===== src/rtl/hwloop_pkg.sv =====
package hwloop_pkg;

  // Per-cycle decision taken by the match stage and applied by the state stage.
  typedef enum logic [1:0] {
    HL_IDLE = 2'd0,  // nothing happens
    HL_BACK = 2'd1,  // end fetched, passes remain: jump back and count down
    HL_EXIT = 2'd2,  // end fetched on the final pass: fall through, disarm
    HL_LOAD = 2'd3   // setup command: load a new loop
  } hl_act_e;

endpackage


===== src/rtl/hwloop_setup_dec.sv =====
module hwloop_setup_dec #(
  parameter int ADDR_W = 32,
  parameter int CNT_W  = 12,
  parameter int OFF_W  = 12
) (
  input  logic [ADDR_W-1:0] setup_pc,
  input  logic [CNT_W-1:0]  setup_count,
  input  logic [OFF_W-1:0]  setup_end_off,
  output logic [ADDR_W-1:0] body_start,
  output logic [ADDR_W-1:0] body_end,
  output logic              body_arm
);

  localparam int          INSN_BYTES = 4;
  localparam int          PAD_W      = ADDR_W - OFF_W;

  // Word-aligned offset: the two lowest bits never carry information.
  function automatic logic [ADDR_W-1:0] aligned_off(input logic [OFF_W-1:0] off);
    logic [OFF_W-1:0] masked;
    masked = {off[OFF_W-1:2], 2'b00};
    return {{PAD_W{1'b0}}, masked};
  endfunction

  function automatic logic [ADDR_W-1:0] start_of(input logic [ADDR_W-1:0] pc);
    return pc + ADDR_W'(INSN_BYTES);
  endfunction

  function automatic logic [ADDR_W-1:0] end_of(input logic [ADDR_W-1:0] pc,
                                               input logic [OFF_W-1:0]  off);
    return pc + aligned_off(off);
  endfunction

  // A body holds at least one instruction when the aligned offset is 4 or more.
  function automatic logic body_nonempty(input logic [OFF_W-1:0] off);
    return |off[OFF_W-1:2];
  endfunction

  always_comb begin
    body_start = start_of(setup_pc);
    body_end   = end_of(setup_pc, setup_end_off);
    body_arm   = (setup_count != '0) && body_nonempty(setup_end_off);
  end

endmodule


===== src/rtl/hwloop_match.sv =====
module hwloop_match
  import hwloop_pkg::*;
#(
  parameter int ADDR_W = 32,
  parameter int CNT_W  = 12
) (
  input  logic              loop_on,
  input  logic [ADDR_W-1:0] end_addr,
  input  logic [CNT_W-1:0]  passes_left,
  input  logic              fetch_valid,
  input  logic [ADDR_W-1:0] fetch_pc,
  input  logic              setup_valid,
  output logic              end_hit,
  output hl_act_e           action
);

  // More than one pass remains when any bit above bit 0 is set.
  function automatic logic more_passes(input logic [CNT_W-1:0] c);
    return |c[CNT_W-1:1];
  endfunction

  always_comb begin
    end_hit = loop_on && fetch_valid && (fetch_pc == end_addr);
    if (setup_valid) begin
      action = HL_LOAD;
    end else if (end_hit) begin
      action = more_passes(passes_left) ? HL_BACK : HL_EXIT;
    end else begin
      action = HL_IDLE;
    end
  end

endmodule


===== src/rtl/hwloop_state.sv =====
module hwloop_state
  import hwloop_pkg::*;
#(
  parameter int ADDR_W = 32,
  parameter int CNT_W  = 12
) (
  input  logic              clk,
  input  logic              rst_n,
  input  hl_act_e           action,
  input  logic [ADDR_W-1:0] ld_start,
  input  logic [ADDR_W-1:0] ld_end,
  input  logic [CNT_W-1:0]  ld_count,
  input  logic              ld_arm,
  output logic [ADDR_W-1:0] start_q,
  output logic [ADDR_W-1:0] end_q,
  output logic [CNT_W-1:0]  cnt_q,
  output logic              active_q
);

  always_ff @(posedge clk or negedge rst_n) begin
    if (!rst_n) begin
      start_q  <= '0;
      end_q    <= '0;
      cnt_q    <= '0;
      active_q <= 1'b0;
    end else begin
      unique case (action)
        HL_LOAD: begin
          start_q  <= ld_start;
          end_q    <= ld_end;
          cnt_q    <= ld_arm ? ld_count : '0;
          active_q <= ld_arm;
        end
        HL_BACK: begin
          cnt_q <= cnt_q - CNT_W'(1);
        end
        HL_EXIT: begin
          cnt_q    <= '0;
          active_q <= 1'b0;
        end
        default: begin
        end
      endcase
    end
  end

endmodule


===== src/rtl/hwloop_ctrl.sv =====
module hwloop_ctrl
  import hwloop_pkg::*;
#(
  parameter int ADDR_W = 32,
  parameter int CNT_W  = 12,
  parameter int OFF_W  = 12
) (
  input  logic              clk,
  input  logic              rst_n,
  input  logic              setup_valid,
  input  logic [ADDR_W-1:0] setup_pc,
  input  logic [CNT_W-1:0]  setup_count,
  input  logic [OFF_W-1:0]  setup_end_off,
  input  logic              fetch_valid,
  input  logic [ADDR_W-1:0] fetch_pc,
  output logic              redirect_valid,
  output logic [ADDR_W-1:0] redirect_target
);

  logic [ADDR_W-1:0] dec_start;
  logic [ADDR_W-1:0] dec_end;
  logic              dec_arm;
  logic [ADDR_W-1:0] start_q;
  logic [ADDR_W-1:0] end_q;
  logic [CNT_W-1:0]  cnt_q;
  logic              active_q;
  logic              end_hit;
  hl_act_e           action;

  // Named events, visible to the bound checker.
  logic              take_back;
  logic              loop_exit;
  logic              setup_load;

  hwloop_setup_dec #(
    .ADDR_W(ADDR_W), .CNT_W(CNT_W), .OFF_W(OFF_W)
  ) u_dec (
    .setup_pc      (setup_pc),
    .setup_count   (setup_count),
    .setup_end_off (setup_end_off),
    .body_start    (dec_start),
    .body_end      (dec_end),
    .body_arm      (dec_arm)
  );

  hwloop_match #(
    .ADDR_W(ADDR_W), .CNT_W(CNT_W)
  ) u_match (
    .loop_on     (active_q),
    .end_addr    (end_q),
    .passes_left (cnt_q),
    .fetch_valid (fetch_valid),
    .fetch_pc    (fetch_pc),
    .setup_valid (setup_valid),
    .end_hit     (end_hit),
    .action      (action)
  );

  hwloop_state #(
    .ADDR_W(ADDR_W), .CNT_W(CNT_W)
  ) u_state (
    .clk      (clk),
    .rst_n    (rst_n),
    .action   (action),
    .ld_start (dec_start),
    .ld_end   (dec_end),
    .ld_count (setup_count),
    .ld_arm   (dec_arm),
    .start_q  (start_q),
    .end_q    (end_q),
    .cnt_q    (cnt_q),
    .active_q (active_q)
  );

  assign take_back  = (action == HL_BACK);
  assign loop_exit  = (action == HL_EXIT);
  assign setup_load = (action == HL_LOAD);

  assign redirect_valid  = take_back;
  assign redirect_target = take_back ? start_q : '0;

endmodule


===== config.mk =====
export PLATFORM = sky130hd
export DESIGN_NAME = hwloop_ctrl
export DESIGN_NICKNAME = d
export VERILOG_FILES = /design/src/rtl/hwloop_pkg.sv /design/src/rtl/hwloop_setup_dec.sv /design/src/rtl/hwloop_match.sv /design/src/rtl/hwloop_state.sv /design/src/rtl/hwloop_ctrl.sv
export SDC_FILE = /design/constraint.sdc
export NUM_CORES = 1
export LEC_CHECK = 0
export BUFFER_PORTS_ARGS = -buffer_cell sky130_fd_sc_hd__buf_2
export CAP_MARGIN = 0
export CORE_MARGIN = 8
export CORE_UTILIZATION = 48
export DETAILED_ROUTE_END_ITERATION = 10
export MAX_ROUTING_LAYER = met4
export PLACE_DENSITY = 0.72
export SYNTH_ARGS = -nofsm -noshare
export SYNTH_HDL_FRONTEND = slang
export SYNTH_SLANG_ARGS = --single-unit

===== constraint.sdc =====
create_clock -name clk -period 3.2 [get_ports clk]
set_input_delay 0.64 -clock clk [delete_from_list [all_inputs] [get_ports clk]]
set_output_delay 0.64 -clock clk [all_outputs]
set_load 0.1 [all_outputs]

Word-level counts from Yosys, hierarchy flattened
Cells that the tools add are included.
{"block": "classes", "addsub": 3, "mul": 0, "div": 0, "magnitude_cmp": 0, "n_eq_ne": 4, "shift": 0, "n_mux": 7, "bitwise_logic": 0, "n_reduce_logical": 8}
{"operator": "$pmux 12 s3", "n": 1}
{"operator": "$add 32x12->32", "n": 1}
{"operator": "$add 32x3->32 const B", "n": 1}
{"operator": "$eq 32x32->1", "n": 1}
{"operator": "$mux 32", "n": 1}
{"operator": "$mux 12", "n": 1}
{"operator": "$reduce_bool 12->1", "n": 1}
{"operator": "$sub 12x1->12 const B", "n": 1}
{"operator": "$reduce_or 11->1", "n": 1}
{"operator": "$reduce_or 10->1", "n": 1}
{"operator": "$mux 2", "n": 3}
{"operator": "$eq 2x2->1 const B", "n": 2}
{"operator": "$logic_and 1x1->1", "n": 3}
{"operator": "$reduce_bool 3->1", "n": 1}
{"operator": "$eq 2x1->1 const B", "n": 1}
{"operator": "$pmux 1 s2", "n": 1}
{"operator": "$reduce_bool 2->1", "n": 1}
{"block": "totals", "reg_bits": 77, "latchBits": 0, "ram_bits": 0, "rom_bits": 0, "in_bits": 92, "output_inout_bits": 33, "elab_cells": 26, "mem_count": 0}

Logic depth before layout (Yosys ltp)
{"block": "logic_depth", "word_depth": 6, "mapped_depth": 12, "mapped_depth_nobuf": 11}

Cells and area by module
A second synthesis with hierarchy kept.
{"block": "hier_totals", "hier_cells": 545, "hier_area_um2": 5526.6}
{"module": "hwloop_state", "instances": 1, "cells_each": 228, "area_per_inst_um2": 3206.8, "seq_area_each_um2": 1926.8}
{"module": "hwloop_setup_dec", "instances": 1, "cells_each": 217, "area_per_inst_um2": 1496.4, "seq_area_each_um2": 0.0}
{"module": "hwloop_match", "instances": 1, "cells_each": 61, "area_per_inst_um2": 506.7, "seq_area_each_um2": 0.0}
{"module": "hwloop_ctrl", "instances": 1, "cells_each": 39, "area_per_inst_um2": 316.6, "seq_area_each_um2": 0.0}

Worst setup path after synthesis
OpenSTA, ideal clock, no wires.
{"block": "synth_timing", "path_type": "input -> output", "from": "input port fetch_pc[9]", "to": "output port redirect_target[10]", "arrival_ns": 2.877, "required_time_ns": 2.560, "path_slack_ns": -0.317, "path_stages": 8, "n_path_buf": 1, "cell_sequence": "xor2_1 > nor4_1 > nand4_1 > nor3_1 > a21o_1 > ha_1 > clkbuf_1 > and2_1"}
{"block": "synth_via", "elab_chain_cells": 6}
{"item": "start, declared", "line": "hwloop_ctrl.sv:15", "source": "input logic [ADDR_W-1:0] fetch_pc,"}
{"item": "$eq 32x32->1", "line": "hwloop_match.sv:23", "source": "end_hit = loop_on && fetch_valid && (fetch_pc == end_addr);"}
{"item": "$logic_and 1x1->1", "line": "hwloop_match.sv:23"}
{"item": "$mux 2", "line": "hwloop_match.sv:26", "source": "end else if (end_hit) begin"}
{"item": "$mux 2", "line": "hwloop_match.sv:24", "source": "if (setup_valid) begin"}
{"item": "$eq 2x1->1", "line": "hwloop_ctrl.sv:75", "source": "assign take_back = (action == HL_BACK);"}
{"item": "$mux 32", "line": "hwloop_ctrl.sv:80", "source": "assign redirect_target = take_back ? start_q : '0;"}
{"item": "end, declared", "line": "hwloop_ctrl.sv:17", "source": "output logic [ADDR_W-1:0] redirect_target"}
Every way passes these cells.

Worst setup path after layout
{"block": "layout_timing", "from": "register u_state.end_q[20]", "to": "output port redirect_target[13]"}
{"block": "layout_via", "elab_chain_cells": 6}
{"item": "start, declared", "line": "hwloop_state.sv:15", "source": "output logic [ADDR_W-1:0] end_q,"}
{"item": "start signal, assigned", "line": "hwloop_state.sv:30", "source": "end_q <= ld_end;"}
{"item": "$eq 32x32->1", "line": "hwloop_match.sv:23"}
{"item": "$logic_and 1x1->1", "line": "hwloop_match.sv:23"}
{"item": "$mux 2", "line": "hwloop_match.sv:26"}
{"item": "$mux 2", "line": "hwloop_match.sv:24"}
{"item": "$eq 2x1->1", "line": "hwloop_ctrl.sv:75"}
{"item": "$mux 32", "line": "hwloop_ctrl.sv:80"}
Every way passes these cells.

==> flow_metrics.tcl <==
set metrics [dict create \
    timing.slew.headroom_pct 33.9 \
    nets 848 \
    pre_cts_ws_ns -0.268 \
    drive_gt1_share_pct 29.2 \
    timing.hold.ws_ns 0.453 \
    ios 125 \
    die_height_um 122 \
    synth_nets 728 \
    dp.final_hpwl_mm 12.3 \
    grt_pass1_vias 5348 \
    start_kind "register" \
    finalWirelength_mm 16.4 \
    cts_tree "built" \
    finalSetupViolations 32 \
    first_pass_iters 5 \
    core_region_area_um2 10900 \
    dieArea_um2 14900 \
    cp.required_ns 2.56 \
    start_util_pct 49.6 \
    drc 0 \
    drtIter0Drc 463 \
    via_per_inst 5.94 \
    cellPowerDensity_nw_per_um2 415 \
    die_w_um 122 \
    globalplace.congestion 0.873 \
    grt_max_degree 76 \
    fmax_ghz 0.305 \
    crit_slowest_cell "dfrtp_1" \
    ys_seq_area_share_pct 34.8 \
    synth_common_cells "dfrtp_1 (75), nor2_1 (62), a21oi_1 (51), xor2_1 (51), nand2_1 (40)" \
    synth_seq_cells 75 \
    fin_crit_sh_pct 102 \
    clk_pin_slew_ns 0.08 \
    cts_buffers 9 \
    min_period_ns 3.28 \
    worstSkewPairLatency_ns 0.36 \
    crit_chain "xor2_1 > nor4_2 > buf_4 > nand4_1 > nor3_2 > buf_4 > a21o_1 > ha_4 > buf_12 > and2_4 > buf_12" \
    clock_skew_ns 0.0140 \
    synth_edf_count 0 \
    cpPeakStageDelay_ns 0.39 \
    cp.arrival_ns 2.64 \
    drv_cap 0 \
    status "finished, violations left" \
    finalMaxSlewViolations 0 \
    htree_levels 3 \
    ant_nets 0 \
    grt_setup_unrepaired "yes" \
    numClockSinks 75 \
    synth_cells 618 \
    max-vdd-ir-drop_mv 0.228 \
    violations "setup timing" \
    synthTopCellsByArea "dfrtp_1 (35%), xor2_1 (8.3%), a21oi_1 (4.7%)" \
    area_delta_synth_final_pct 29.5 \
    yosys.area.top_type_share_pct 34.8 \
    cts_root_buffer "clkbuf_8" \
    rows 38 \
    grt_pass1_wl_mm 26.3 \
    finalWorstSetupSlack_ns -0.0760 \
    ys_types 66 \
    worstMarginPinSlew_ns 0.992 \
    cts_hold_buf 0 \
    crit_fanout 11 \
    grtUsageTotal_pct 22.9 \
    port_buffers 122 \
    antenna_found_initial 1 \
    synth_area_leader_cell "dfrtp_1" \
    cts_max_path_buffers 2 \
    wl_per_cell_um 18.6 \
    syn_area_um2 5400 \
    vias 5223 \
    synth-main-ff-cell "dfrtp_1" \
    hold_class "in -> async" \
    hold_violations 0 \
    grt_overflow_total 0 \
    critPathCaptureType "output port" \
    syn_area_per_cell_um2 8.73 \
    p_leak_nw 3.02 \
    synthArstFlopShare_pct 100 \
    path_class "reg -> out" \
    synth_most_common_cell "dfrtp_1" \
    yosys_warnings 0 \
]
==> sequential cells by signal (all words and copies together) (netlist names) <==
signal	cells
u_state.active_q	1
u_state.cnt_q	12
u_state.end_q	30
u_state.start_q	32
==> cell usage in the layout, fill, tap and decap left out, types with 21 or more instances in the layout <==
cell	count
a21oi_1	51
and2_4	32
buf_12	36
buf_2	88
dfrtp_1	75
nand2_1	40
nand3_1	26
nand4_1	21
nor2_1	62
o21ai_0	22
xor2_1	51
==> metrics by stage <==
step	total power, mW	utilization [%]	instances	TNS (ns)	area [um^2]
global placement	2.20	61.8	865	-6.53	6730
finish	2.90	64.2	880	-2.07	6990
floorplan	1.85	-	618	-1.18	5460
detailed placement	2.23	61.8	865	-7.96	6730
CTS	2.91	64.2	880	-2.73	6990
global route	3.04	64.2	880	-6.78	6990
==> critical path, delay by kind of cell (launching register included) <==
kind,cells,cell delay [ns]
AND/OR/NAND/NOR,4,0.70
buffers and inverters,4,0.61
flip-flops,1,0.39
adder cells (fa/ha/maj),1,0.23
XOR/XNOR,1,0.18
AO/OA/AOI/OAI,1,0.16
==> layer usage <==
layer  part of all wire (%)  global-route usage (%)  vias to the layer above
met3                    8.5                    5.69                       32
met1                     43                    28.3                     2499
met2                     46                    35.6                      213
met4                    2.5                    8.48                        0
met5                      0                       -                        -
li1                       -                       -                     2479
==> cells by family after synthesis <==
group	share of synthesized area [%]
fa+ha+maj	4.31
buf+inv	4.85
xor+xnor	10.4
simple gates	26.2
mux	1.65
flops	34.8
compound gates	17.9
==> report_power, final <==
| part | switching (mW) | internal (mW) |
|---|---|---|
| Sequential | 0.106 | 1.09 |
| Clock | 0.348 | 0.308 |
| Combinational | 0.625 | 0.422 |
| Total | 1.08 | 1.82 |
==> repair_timing <==
action,in CTS,in global routing
buffers inserted,2,1
setup endpoints to repair,33,33
gates resized for setup,23,1
gates cloned,1,0
pin swaps,3,2
==> area by class of cell <==
cell class,count,area [um^2]
clock buffers,12,155
multi-input cells,492,3390
inverters,16,60.1
diodes,1,2.50
well taps,140,175
repair buffers,144,1330
flip-flops and latches,75,1880
fillers,936,3900
==> worst paths after layout <==
kind	start	end	slack, ns	cells past startpoint
min in group clk	u_state.start_q[2]	u_state.start_q[2]	0.50	2
setup / recovery	u_state.end_q[20]	redirect_target[13]	-0.08	11
hold / removal	rst_n	u_state.start_q[6]	0.45	1
hold reg to reg	u_state.start_q[2]	u_state.start_q[2]	0.50	2
setup reg to reg	u_state.cnt_q[7]	u_state.active_q	0.34	9
max in group asynchronous	rst_n	u_state.cnt_q[11]	2.12	1
No activity file was read; power rests on OpenSTA's default activity.
